## src/rtl/mbox_pkg.sv

```systemverilog
package mbox_pkg;
    localparam int BYTE_W = 8;

    // host offsets
    localparam int HOST_DATA_OFS = 0;
    localparam int HOST_CMD_OFS  = 4;

    // core register offsets
    localparam int CREG_STAT     = 0;
    localparam int CREG_DOUT     = 1;
    localparam int CREG_DOUT_SCI = 2;
    localparam int CREG_DOUT_SMI = 3;
    localparam int CREG_DIN      = 4;
    localparam int CREG_DIN_ALT  = 5;
    localparam int CREG_IEN      = 6;

    localparam int N_EVT   = 2;
    localparam int EVT_SCI = 0;
    localparam int EVT_SMI = 1;

    typedef enum logic {
        FLAG_EMPTY = 1'b0,
        FLAG_FULL  = 1'b1
    } flag_state_e;
endpackage

```

## src/rtl/mbox_flag_fsm.sv

```systemverilog
module mbox_flag_fsm
    import mbox_pkg::*;
(
    input  logic clk,
    input  logic rst_n,
    input  logic load,
    input  logic drain,
    output logic full
);
    flag_state_e state_q, state_d;

    always_ff @(posedge clk or negedge rst_n) begin
        if (!rst_n) state_q <= FLAG_EMPTY;
        else        state_q <= state_d;
    end

    always_comb begin
        state_d = state_q;
        unique case (state_q)
            FLAG_EMPTY: if (load)       state_d = FLAG_FULL;   // SET
            FLAG_FULL:  if (load)       state_d = FLAG_FULL;   // REFILL
                        else if (drain) state_d = FLAG_EMPTY;  // DRAIN
        endcase
    end

    always_comb full = (state_q == FLAG_FULL);
endmodule

```

## src/rtl/mbox_host_evt.sv

```systemverilog
module mbox_host_evt #(
    parameter int N = 2
) (
    input  logic         clk,
    input  logic         rst_n,
    input  logic [N-1:0] fire,
    output logic [N-1:0] pulse
);
    for (genvar g = 0; g < N; g++) begin : g_evt
        logic q;
        always_ff @(posedge clk or negedge rst_n) begin
            if (!rst_n) q <= 1'b0;
            else        q <= fire[g];
        end
        assign pulse[g] = q;
    end
endmodule

```

## src/rtl/mbox_channel.sv

```systemverilog
module mbox_channel
    import mbox_pkg::*;
#(
    parameter int HADDR_W = 3,
    parameter int CADDR_W = 3
) (
    input  logic               clk,
    input  logic               rst_n,
    input  logic [HADDR_W-1:0] h_addr,
    input  logic               h_wr,
    input  logic               h_rd,
    input  logic [7:0]         h_wdata,
    output logic [7:0]         h_rdata,
    output logic               h_sci,
    output logic               h_smi,
    input  logic [CADDR_W-1:0] c_addr,
    input  logic               c_wr,
    input  logic               c_rd,
    input  logic [7:0]         c_wdata,
    output logic [7:0]         c_rdata,
    output logic               c_irq
);
    localparam logic [HADDR_W-1:0] H_DATA = HADDR_W'(HOST_DATA_OFS);
    localparam logic [HADDR_W-1:0] H_CMD  = HADDR_W'(HOST_CMD_OFS);

    logic h_is_data, h_is_cmd, host_load, host_take;
    logic core_load, core_take;
    logic obf, ibf;
    logic [BYTE_W-1:0] din_q, dout_q, status;
    logic a2_q, f0_q, ien_q;
    logic [3:0] st_q;
    logic [N_EVT-1:0] evt_fire, evt_pulse;

    always_comb begin
        h_is_data = (h_addr == H_DATA);
        h_is_cmd  = (h_addr == H_CMD);
        host_load = h_wr && (h_is_data || h_is_cmd);
        host_take = h_rd && h_is_data;
        core_load = c_wr && ((c_addr == CADDR_W'(CREG_DOUT))
                          || (c_addr == CADDR_W'(CREG_DOUT_SCI))
                          || (c_addr == CADDR_W'(CREG_DOUT_SMI)));
        core_take = c_rd && ((c_addr == CADDR_W'(CREG_DIN))
                          || (c_addr == CADDR_W'(CREG_DIN_ALT)));
    end

    mbox_flag_fsm u_ibf (
        .clk   (clk),
        .rst_n (rst_n),
        .load  (host_load),
        .drain (core_take),
        .full  (ibf)
    );

    mbox_flag_fsm u_obf (
        .clk   (clk),
        .rst_n (rst_n),
        .load  (core_load),
        .drain (host_take),
        .full  (obf)
    );

    always_ff @(posedge clk or negedge rst_n) begin
        if (!rst_n) begin
            din_q  <= '0;
            dout_q <= '0;
            a2_q   <= 1'b0;
            f0_q   <= 1'b0;
            st_q   <= '0;
            ien_q  <= 1'b0;
        end else begin
            if (host_load) begin
                din_q <= h_wdata;
                a2_q  <= h_is_cmd;
            end
            if (core_load) dout_q <= c_wdata;
            if (c_wr && (c_addr == CADDR_W'(CREG_STAT))) begin
                f0_q <= c_wdata[2];
                st_q <= c_wdata[7:4];
            end
            if (c_wr && (c_addr == CADDR_W'(CREG_IEN))) ien_q <= c_wdata[0];
        end
    end

    always_comb status = {st_q, a2_q, f0_q, ibf, obf};

    always_comb begin
        if (h_is_data)     h_rdata = dout_q;
        else if (h_is_cmd) h_rdata = status;
        else               h_rdata = '0;
    end

    always_comb begin
        unique case (int'(c_addr))
            CREG_STAT:              c_rdata = status;
            CREG_DIN, CREG_DIN_ALT: c_rdata = din_q;
            CREG_IEN:               c_rdata = {7'd0, ien_q};
            default:                c_rdata = '0;
        endcase
    end

    always_comb begin
        evt_fire          = '0;
        evt_fire[EVT_SCI] = c_wr && (c_addr == CADDR_W'(CREG_DOUT_SCI));
        evt_fire[EVT_SMI] = c_wr && (c_addr == CADDR_W'(CREG_DOUT_SMI));
    end

    mbox_host_evt #(.N(N_EVT)) u_evt (
        .clk   (clk),
        .rst_n (rst_n),
        .fire  (evt_fire),
        .pulse (evt_pulse)
    );

    assign h_sci = evt_pulse[EVT_SCI];
    assign h_smi = evt_pulse[EVT_SMI];
    assign c_irq = ibf && ien_q;
endmodule

```

## config.mk

```make
export PLATFORM = sky130hd
export DESIGN_NAME = mbox_channel
export DESIGN_NICKNAME = d
export VERILOG_FILES = /design/src/rtl/mbox_pkg.sv /design/src/rtl/mbox_flag_fsm.sv /design/src/rtl/mbox_host_evt.sv /design/src/rtl/mbox_channel.sv
export SDC_FILE = /design/constraint.sdc
export NUM_CORES = 1
export LEC_CHECK = 0
export ABC_AREA = 0
export BUFFER_PORTS_ARGS = -buffer_cell sky130_fd_sc_hd__clkbuf_2
export CORE_MARGIN = 3
export CORE_UTILIZATION = 49
export CTS_CLUSTER_DIAMETER = 60
export DETAILED_ROUTE_END_ITERATION = 8
export PLACE_DENSITY = 0.79
export SLEW_MARGIN = 20
export SYNTH_ARGS = -nofsm -noshare
export SYNTH_HDL_FRONTEND = slang
export SYNTH_SLANG_ARGS = --single-unit
```

## constraint.sdc

```tcl
create_clock -name clk -period 1.09 [get_ports clk]
set_clock_uncertainty 0.2 [all_clocks]
set_input_delay 0.0545 -clock clk [delete_from_list [all_inputs] [get_ports clk]]
set_output_delay 0.0545 -clock clk [all_outputs]
set_load 0.02 [all_outputs]
```

==> out/metrics.yaml, run 1 <==
rsz0062_at_grt: "yes"
min_path_type: "primary input to register"
synthDistinctLibCells: 27
pwr-share-clk_pct: 16.3
die_y_um: 58.1
flow.area_growth_from_synthesis_pct: 53.0
synth_top_cell_area_share_pct: 50.9
start_util_pct: 52.6
finish.utilization_pct: 80.5
net-switching-power_uw: 753
port_buffers: 46
power.total_mw: 2.56
post_dp_cell_area_mm2: 0.00168
cts.sinks: 27
final_antenna_net_count: 0
fin_tns_setup_ps: -4920
layout_worst_path_cycle_share_pct: 131
post-route-worst-setup-slack_ps: -343
ctsHtreeMaxLevel: 1
actual_transition_at_the_worst_max_transition_pin_ps: 347
vias_per_instance: 5.35
share_comb_of_total_power_pct: 32.0
wl_um: 3450
global_route_wire_length_before_repair_um: 5450
maxCapViolCount: 0
drive_above_1_share_pct: 52.9
core_mm2: 0.00252
final_global_route_overflow_total: 0
synth_seq_area_share_pct: 50.9
num_vias: 1161
failing_checks: "hold timing, setup timing"
critical_path.endpoint_type: "output pin"
antenna-diode-count: 0
netlist_instances: 107
synth.top_cells.by_area: "dfrtp_1 51%, mux2_2 15%, mux2i_1 6.0%"
grt_start_max_net_pins: 28
pin_count: 47
status: "finished with violations"
die_area_mm2: 0.00337
power_per_cell_area_mw_per_mm2: 1260
synth.most_common_cell: "dfrtp_1"
irDropWorstVdd_uv: 1080
drt-initial-drc-count: 25
fin_crit_ps: 1430
cts_buffers: 3
syn-cell-area_mm2: 0.00133
detailed_place_hpwl_um: 2280
clock_tree_from_tritoncts: "done"
max_slew_margin_pct: 76.9
worstPathRequired_ps: 840
power_leakage_nw: 1.00
clock_tree.root_cell: "clkbuf_4"
floorplan.rows: 18
grt_antenna_before_repair: 0
p_sw_share_pct: 29.5
synth.top_cells.by_count: "27 x dfrtp_1, 18 x mux2_2, 16 x nor2_1, 8 x mux2i_1, 6 x a22oi_1"
route.detailed.wl_per_inst_um: 15.9
fraction_of_synthesis_flops_using_an_asynchronous_set_or_reset_pin_pct: 100
synth-seq-cells: 27
design_area_mm2: 0.00203
power.sequential.fraction_pct: 51.7
synth_enable_flop_cells: 0
report.final.slew_viol_count: 0
hold_viol_final: 3
yosysTopAreaCell: "dfrtp_1"
place_worst_setup_slack_ps: -236
gp_congestion: 0.824
cell_internal_pwr_mw: 1.80
finish_stage_setup_viols: 22
track_usage_pct: 20.9
maxClockFrequency_mhz: 698
drt_first_pass_iters: 4
ys.warnings.count: 0
final.hold.worst_slack_ps: -74.5
cp.arrival_ps: 1180
worstPathMaxFanout: 2
number_of_design_rule_violations_left_after_detail_routing: 0
cts-root-to-sink-buffers: 2
start_kind: "register"
synth_area_per_cell_um2: 12.4
clk-insertion-delay-late_ps: 320
criticalPathCategory: "register to output pin"
clkSlewWorstSetupHoldPaths_ps: 130
grt_pass1_vias: 1222
die_width_um: 58.1
most_used_flip_flop_cell_after_synthesis: "dfrtp_1"
num-nets-final: 216
postSynthNetCount: 135
flip-flops by register name, summed over array words and instances (netlist names):
| signal | flops |
|---|---|
| din_q | 8 |
| dout_q | 8 |
| st_q | 4 |
| u_evt.g_evt.q | 2 |
| a2_q | 1 |
| f0_q | 1 |
| ien_q | 1 |
| u_ibf.full | 1 |
| u_obf.full | 1 |
critical path, stage by stage (launching register included):
cell and delay [ps]:
dfrtp_1 410, buf_4 140, mux2i_1 130, nor2_1 50, clkbuf_2 150
power groups by stage:
stage	Clock, mW	Sequential (mW)	Combinational [mW]
after floorplan	0	1.28	0.427
after global placement	0	1.31	0.629
after detailed placement	0	1.32	0.651
after CTS	0.430	1.30	0.741
after global routing	0.470	1.34	0.885
final	0.417	1.32	0.818
kinds of logic (layout without fill, tap and decap cells):
group	after synthesis	after routing	synth area share [%]
AO/OA/AOI/OAI	11	11	6.31
buffers and inverters	7	87	3.20
flip-flops	27	27	50.9
multiplexers	31	31	27.0
AND/OR/NAND/NOR	31	31	12.6
placed cells by master, fill, tap and decap left out, types with 5 or more instances in the layout:
master and instances:
mux2_2 16, clkbuf_2 30, buf_2 7, dlygate4sd3_1 21
mux2i_1 8, mux2_4 7, a22oi_2 5, buf_6 6
nor2_1 15, dfrtp_1 26, buf_4 15
through the flow:
| stage | hold WS, ps | instances |
|---|---|---|
| after floorplan | -441 | 107 |
| after global placement | -136 | 189 |
| after detailed placement | -129 | 189 |
| after CTS | 18.6 | 217 |
| after global routing | -49.0 | 217 |
| final | -74.5 | 217 |
metal layers:
layer / part of all wire (%) / up-vias / track usage (%)
li1: - / 540 / -
met1: 41 / 566 / 26.8
met2: 51 / 47 / 35.6
met3: 5.9 / 8 / 3.34
met4: 1.8 / 0 / 7.28
met5: 0 / - / 0
worst paths after layout:
path                       cells after the start      start  slack [ps]    endpoint
setup / recovery                               4       f0_q        -340  h_rdata[2]
hold / removal                                 3       c_wr         -70       ien_q
setup reg to reg                               2   din_q[5]         -30    din_q[5]
hold reg to reg                                1  dout_q[6]         320   dout_q[6]
max in group asynchronous                      3      rst_n         370  u_ibf.full
min in group asynchronous                      3      rst_n          50     st_q[2]
final cells by class:
class / count / area [um2]
repair buffers: 81 / 616
multi-input cells: 73 / 667
clock buffers: 4 / 26.3
fillers: 165 / 492
inverters: 2 / 7.51
well taps: 30 / 37.5
flip-flops and latches: 27 / 677
timing repair:
item | in CTS | in global routing
pin swaps | 1 | 5
gates resized for setup | 0 | 42
hold buffers | 21 | 1
endpoints found under the setup margin | 20 | 31
hold endpoints to repair | 53 | 3
buffers inserted | 3 | 2
Note: power is estimated with default switching activity, not from simulation.
==> inputs of run 2 (changes only) <==
--- a/config.mk
+++ b/config.mk
@@ -12,6 +12,7 @@
 export CTS_CLUSTER_DIAMETER = 60
 export DETAILED_ROUTE_END_ITERATION = 8
 export PLACE_DENSITY = 0.79
+export RECOVER_POWER = 50
 export SLEW_MARGIN = 20
 export SYNTH_ARGS = -nofsm -noshare
 export SYNTH_HDL_FRONTEND = slang
==> run 2 against run 1 <==
Net effect: the flow still finishes with violations (hold timing, setup timing); sequential cell count unchanged; worst hold slack unchanged; routed wire length about the same; sequential power about the same; utilization decreased by 0.099 points; total power about the same; critical path depth unchanged; non-clock buffer count unchanged; die area unchanged; critical endpoint unchanged; highest routed layer unchanged.
==> out/metrics.yaml, run 2 (synthesis results as in run 1) <==
status: "finished with violations"
failing_checks: "hold timing, setup timing"
hold_viol_final: 3  # unchanged
ctsHtreeMaxLevel: 1  # unchanged
maxCapViolCount: 0  # unchanged
die_width_um: 58.1  # unchanged
cts.sinks: 27  # unchanged
layout_worst_path_cycle_share_pct: 131  # unchanged
clk-insertion-delay-late_ps: 320  # about the same
cell_internal_pwr_mw: 1.80  # about the same
post-route-worst-setup-slack_ps: -343  # unchanged
fin_tns_setup_ps: -4920  # unchanged
power.sequential.fraction_pct: 51.7  # about the same
die_y_um: 58.1  # unchanged
fin_crit_ps: 1430  # unchanged
start_kind: "register"
antenna-diode-count: 0  # unchanged
worstPathRequired_ps: 840  # about the same
rsz0062_at_grt: "yes"
wl_um: 3450  # about the same
critPathTopFamily: "flip-flops"
gp_congestion: 0.824  # unchanged
grt_start_max_net_pins: 28  # unchanged
power.total_mw: 2.55  # about the same
p_sw_share_pct: 29.5  # about the same
core_mm2: 0.00252  # unchanged
track_usage_pct: 20.9  # unchanged
largestRegisters: "din_q (8), dout_q (8), st_q (4)"
die_area_mm2: 0.00337  # unchanged
clock_tree_from_tritoncts: "done"
cts-root-to-sink-buffers: 2  # unchanged
drt-initial-drc-count: 25  # unchanged
final_antenna_net_count: 0  # unchanged
route.detailed.wl_per_inst_um: 15.9  # about the same
actual_transition_at_the_worst_max_transition_pin_ps: 603  # +256 ps
crit_path_cell_trace: "buf_4 -> mux2i_1 -> nor2_1 -> clkbuf_2"
drt_first_pass_iters: 4  # unchanged
detailed_place_hpwl_um: 2280  # unchanged
final_global_route_overflow_total: 0  # unchanged
cp.arrival_ps: 1180  # about the same
criticalPathCategory: "register to output pin"
layout.cells.most_common_list: "30 x clkbuf_2, 26 x dfrtp_1, 21 x dlygate4sd3_1"
port_buffers: 46  # unchanged
clock_tree.root_cell: "clkbuf_4"
num-nets-final: 216  # unchanged
irDropWorstVdd_uv: 1080  # about the same
power_per_cell_area_mw_per_mm2: 1260  # about the same
power_leakage_nw: 1.00  # about the same
worstPathMaxFanout: 2  # unchanged
drive_above_1_share_pct: 52.9  # unchanged
net-switching-power_uw: 753  # about the same
min_path_type: "primary input to register"
cp.buffers_inverters: 2  # unchanged
maxClockFrequency_mhz: 698  # unchanged
cts_buffers: 3  # unchanged
finish_stage_setup_viols: 22  # unchanged
vias_per_instance: 5.35  # unchanged
share_comb_of_total_power_pct: 32.0  # about the same
number_of_design_rule_violations_left_after_detail_routing: 0  # unchanged
num_vias: 1161  # unchanged
clkSlewWorstSetupHoldPaths_ps: 130  # about the same
global_route_wire_length_before_repair_um: 5450  # unchanged
floorplan.rows: 18  # unchanged
grt_antenna_before_repair: 0  # unchanged
start_util_pct: 52.6  # unchanged
commonest_non_fill_non_tap_cell_in_the_layout: "clkbuf_2"
flow.area_growth_from_synthesis_pct: 52.8
crit_path_top_delay_cell: "dfrtp_1"
grt_pass1_vias: 1222  # unchanged
critical-path-max-stage-delay_ps: 410  # about the same
report.final.slew_viol_count: 0  # unchanged
max_slew_margin_pct: 59.8  # -17 points
pwr-share-clk_pct: 16.3  # about the same
critical_path.endpoint_type: "output pin"
final.hold.worst_slack_ps: -74.5  # unchanged
pin_count: 47  # unchanged
==> run 2: cell types whose count changed in the layout (fill, tap and decap cells not counted) <==
cell	previous run	this run
buf_2	7	8
buf_4	15	14
==> run 2: what timing repair did <==
item | CTS | global route
pin swaps | 1 | 5
buffers inserted | 3 | 2
setup endpoints to repair | 20 | 31
gates resized for setup | 0 | 42
hold endpoints to repair | 53 | 3
hold buffers | 21 | 1
==> run 2: path summary, 6_finish.rpt <==
path,startpoint,endpoint,slack [ps],depth (start not counted)
max,f0_q,h_rdata[2],-340,4
min,c_wr,ien_q,-70,3
max reg2reg,din_q[5],din_q[5],-30,2
min reg2reg,dout_q[6],dout_q[6],320,1
max in group asynchronous,rst_n,u_ibf.full,120,3
min in group asynchronous,rst_n,st_q[2],150,3
==> run 2: worst min-delay path: stages <==
cell      delay (ps)
clkbuf_2         110
nand3_1          100
mux2_2           140
==> run 2: power by group through the flow <==
stage / sequential, mW / combinational, mW / clock, mW
global placement: 1.31 / 0.629 / 0
global route: 1.34 / 0.884 / 0.470
CTS: 1.30 / 0.741 / 0.430
floorplan: 1.28 / 0.427 / 0
finish: 1.32 / 0.816 / 0.417
detailed placement: 1.32 / 0.651 / 0
==> run 2: per-stage QoR <==
step                area [um2]  util (%)  std cells  hold slack [ps]  worst slack [ps]
finish                    2030      80.4        217            -74.5              -343
floorplan                 1340         -        107             -441              -132
detailed placement        1680      66.7        189             -129              -236
global placement          1680      66.7        189             -136              -219
global route              2030      80.4        217            -49.0              -418
CTS                       1940      76.9        217             18.6              -383
==> run 2: cell type report <==
class / instances / area, um2
Clock buffer: 4 / 26.3
Sequential cell: 27 / 677
Inverter: 2 / 7.51
Tap cell: 30 / 37.5
Multi-Input combinational cell: 73 / 667
Fill cell: 166 / 494
Timing Repair Buffer: 81 / 613
==> run 2: routing by layer <==
layer / track usage [%] / routed length [um]
met5: 0 / 0
met4: 7.28 / 61
met3: 3.34 / 205
met2: 35.6 / 1760
met1: 26.8 / 1420
==> inputs of run 3 (changes only) <==
--- a/config.mk
+++ b/config.mk
@@ -9,10 +9,11 @@
 export BUFFER_PORTS_ARGS = -buffer_cell sky130_fd_sc_hd__clkbuf_2
 export CORE_MARGIN = 3
 export CORE_UTILIZATION = 49
+export CTS_BUF_LIST = sky130_fd_sc_hd__clkbuf_16
 export CTS_CLUSTER_DIAMETER = 60
 export DETAILED_ROUTE_END_ITERATION = 8
 export PLACE_DENSITY = 0.79
-export RECOVER_POWER = 50
+export RECOVER_POWER = 100
 export SLEW_MARGIN = 20
 export SYNTH_ARGS = -nofsm -noshare
 export SYNTH_HDL_FRONTEND = slang
==> run 3 against run 2 <==
Net effect: the run still ends with hold timing, setup timing left; combinational power increased by 1%; clock-buffer cell count decreased by 1; die area unchanged; critical path type unchanged; highest routed layer unchanged.
==> out/metrics.yaml, run 3 (synthesis results as in run 1) <==
min_path_type: "primary input to register"
drt_first_pass_iters: 4  # unchanged
largestRegisters: "din_q (8), dout_q (8), st_q (4)"
start_util_pct: 52.6  # unchanged
core_mm2: 0.00252  # unchanged
cp.arrival_ps: 1130  # -50 ps
vias_per_instance: 5.36  # +0.25%
clock_tree.root_cell: "clkbuf_16"
grt_pass1_vias: 1238  # +1.3%
layout_worst_path_cycle_share_pct: 127  # -4.8 points
grt_start_max_net_pins: 28  # unchanged
max_slew_margin_pct: 75.6  # +16 points
power_leakage_nw: 1.02  # +2.3%
antenna-diode-count: 0  # unchanged
post-route-worst-setup-slack_ps: -290  # +52.4 ps
failing_checks: "hold timing, setup timing"
pin_count: 47  # unchanged
global_route_wire_length_before_repair_um: 5530  # +1.5%
actual_transition_at_the_worst_max_transition_pin_ps: 366  # -237 ps
cts-root-to-sink-buffers: 2  # unchanged
drive_above_1_share_pct: 48.4  # -4.5 points
worstPathRequired_ps: 840  # about the same
criticalPathCategory: "register to output pin"
rsz0062_at_grt: "yes"
grt-busiest-layer: "met2"
power_per_cell_area_mw_per_mm2: 1430  # +13%
critPathTopFamily: "flip-flops"
wl_um: 3470  # +0.78%
groute.layer.met2.usage_pct: 38.9  # +3.2 points
floorplan.rows: 18  # unchanged
crit_path_top_delay_cell: "dfrtp_1"
met3_usage_pct: 2.23  # -1.1 points
maxCapViolCount: 0  # unchanged
flow.area_growth_from_synthesis_pct: 56.1
critical_path.endpoint_type: "output pin"
num_vias: 1180  # +1.6%
cts.sinks: 27  # unchanged
detailed_place_hpwl_um: 2280  # unchanged
cts_buffers: 3  # unchanged
final_global_route_overflow_total: 0  # unchanged
num-nets-final: 219  # +1.4%
clkSlewWorstSetupHoldPaths_ps: 60  # -70 ps
track_usage_pct: 21.4  # +0.56 points
num-fill-cells: 150  # -9.6%
finish.utilization_pct: 82.1  # +1.7 points
multi_input_area_um2: 649  # -2.6%
layout.cells.most_common_list: "27 x dfrtp_1, 27 x clkbuf_2, 21 x dlygate4sd3_1"
finish_stage_setup_viols: 22  # unchanged
worstPathMaxFanout: 2  # unchanged
place_worst_setup_slack_ps: -236  # unchanged
cp.buffers_inverters: 1  # -1
final_antenna_net_count: 0  # unchanged
report.final.slew_viol_count: 0  # unchanged
grt_antenna_before_repair: 0  # unchanged
grt_util_met1_pct: 26.1  # -0.72 points
critical-path-max-stage-delay_ps: 360  # -50 ps
ff_latch_area_um2: 676  # -0.18%
die_y_um: 58.1  # unchanged
clk-insertion-delay-late_ps: 260  # -60 ps
die_width_um: 58.1  # unchanged
port_buffers: 46  # unchanged
die_area_mm2: 0.00337  # unchanged
maxClockFrequency_mhz: 724  # +3.8%
crit_path_cell_trace: "nor3b_4 -> a21oi_2 -> nor2_2 -> clkbuf_8"
status: "finished with violations"
fin_crit_ps: 1380  # -52.4 ps
irDropWorstVdd_uv: 1190  # +9.5%
start_kind: "register"
route.detailed.wl_per_inst_um: 15.8  # -0.59%
gp_congestion: 0.824  # unchanged
hold_viol_final: 1  # -2
drt-initial-drc-count: 22  # -12%
ctsHtreeMaxLevel: 1  # unchanged
clock_tree_from_tritoncts: "done"
number_of_design_rule_violations_left_after_detail_routing: 0  # unchanged
final.hold.worst_slack_ps: -19.8  # +54.7 ps
run 3: final timing paths:
check / slack [ps] / cells after the start / endpoint / from
worst max-delay path: -290 / 4 / c_rdata[2] / f0_q
worst min-delay path: -20 / 3 / ien_q / c_wr
worst max register to register: -80 / 3 / u_ibf.full / u_ibf.full
worst min register to register: 310 / 1 / dout_q[6] / dout_q[6]
max in group asynchronous: 270 / 3 / st_q[1] / rst_n
min in group asynchronous: 150 / 3 / u_ibf.full / rst_n
run 3: final cells by class:
class / count / area share (%)
flip-flops and latches: 27 / 32.6
clock inverters: 1 / 0.181
inverters: 2 / 0.362
well taps: 30 / 1.81
clock buffers: 3 / 3.62
repair buffers: 84 / 30.1
multi-input cells: 73 / 31.3
run 3: worst register-to-register path: cells and delay by family (launching register included):
family          cells  cell delay (ps)
flops               1              430
compound gates      1              150
buf+inv             2              280
run 3: report_power, final:
part	leakage (nW)	switching [mW]	internal (mW)	total [mW]
Clock	0.0423	0.330	0.491	0.821
Combinational	0.660	0.339	0.489	0.828
Sequential	0.322	0.128	1.18	1.31
run 3: metrics by stage:
stage	cells	power (mW)	cell area, um2	TNS, ps
2_1_floorplan	107	1.70	1340	-1190
3_3_place_gp	189	1.94	1680	-5410
3_5_place_dp	189	1.97	1680	-6080
4_1_cts	217	2.89	2010	-3580
5_1_grt	220	3.08	2070	-4670
6_report	220	2.96	2070	-3820
run 3: timing repair:
action,CTS,global route
pin swaps,2,8
endpoints found under the hold margin,53,0
cloned,0,0
resized for setup,5,26
setup endpoints to repair,18,20
setup buffers,3,3
hold buffers,21,0
run 3: routing by layer:
layer  vias to the layer above  routed length, um
li1                        548                  -
met3                         7                171
met1                       579               1460
met4                         0                 64
met2                        46               1780
met5                         -                  0
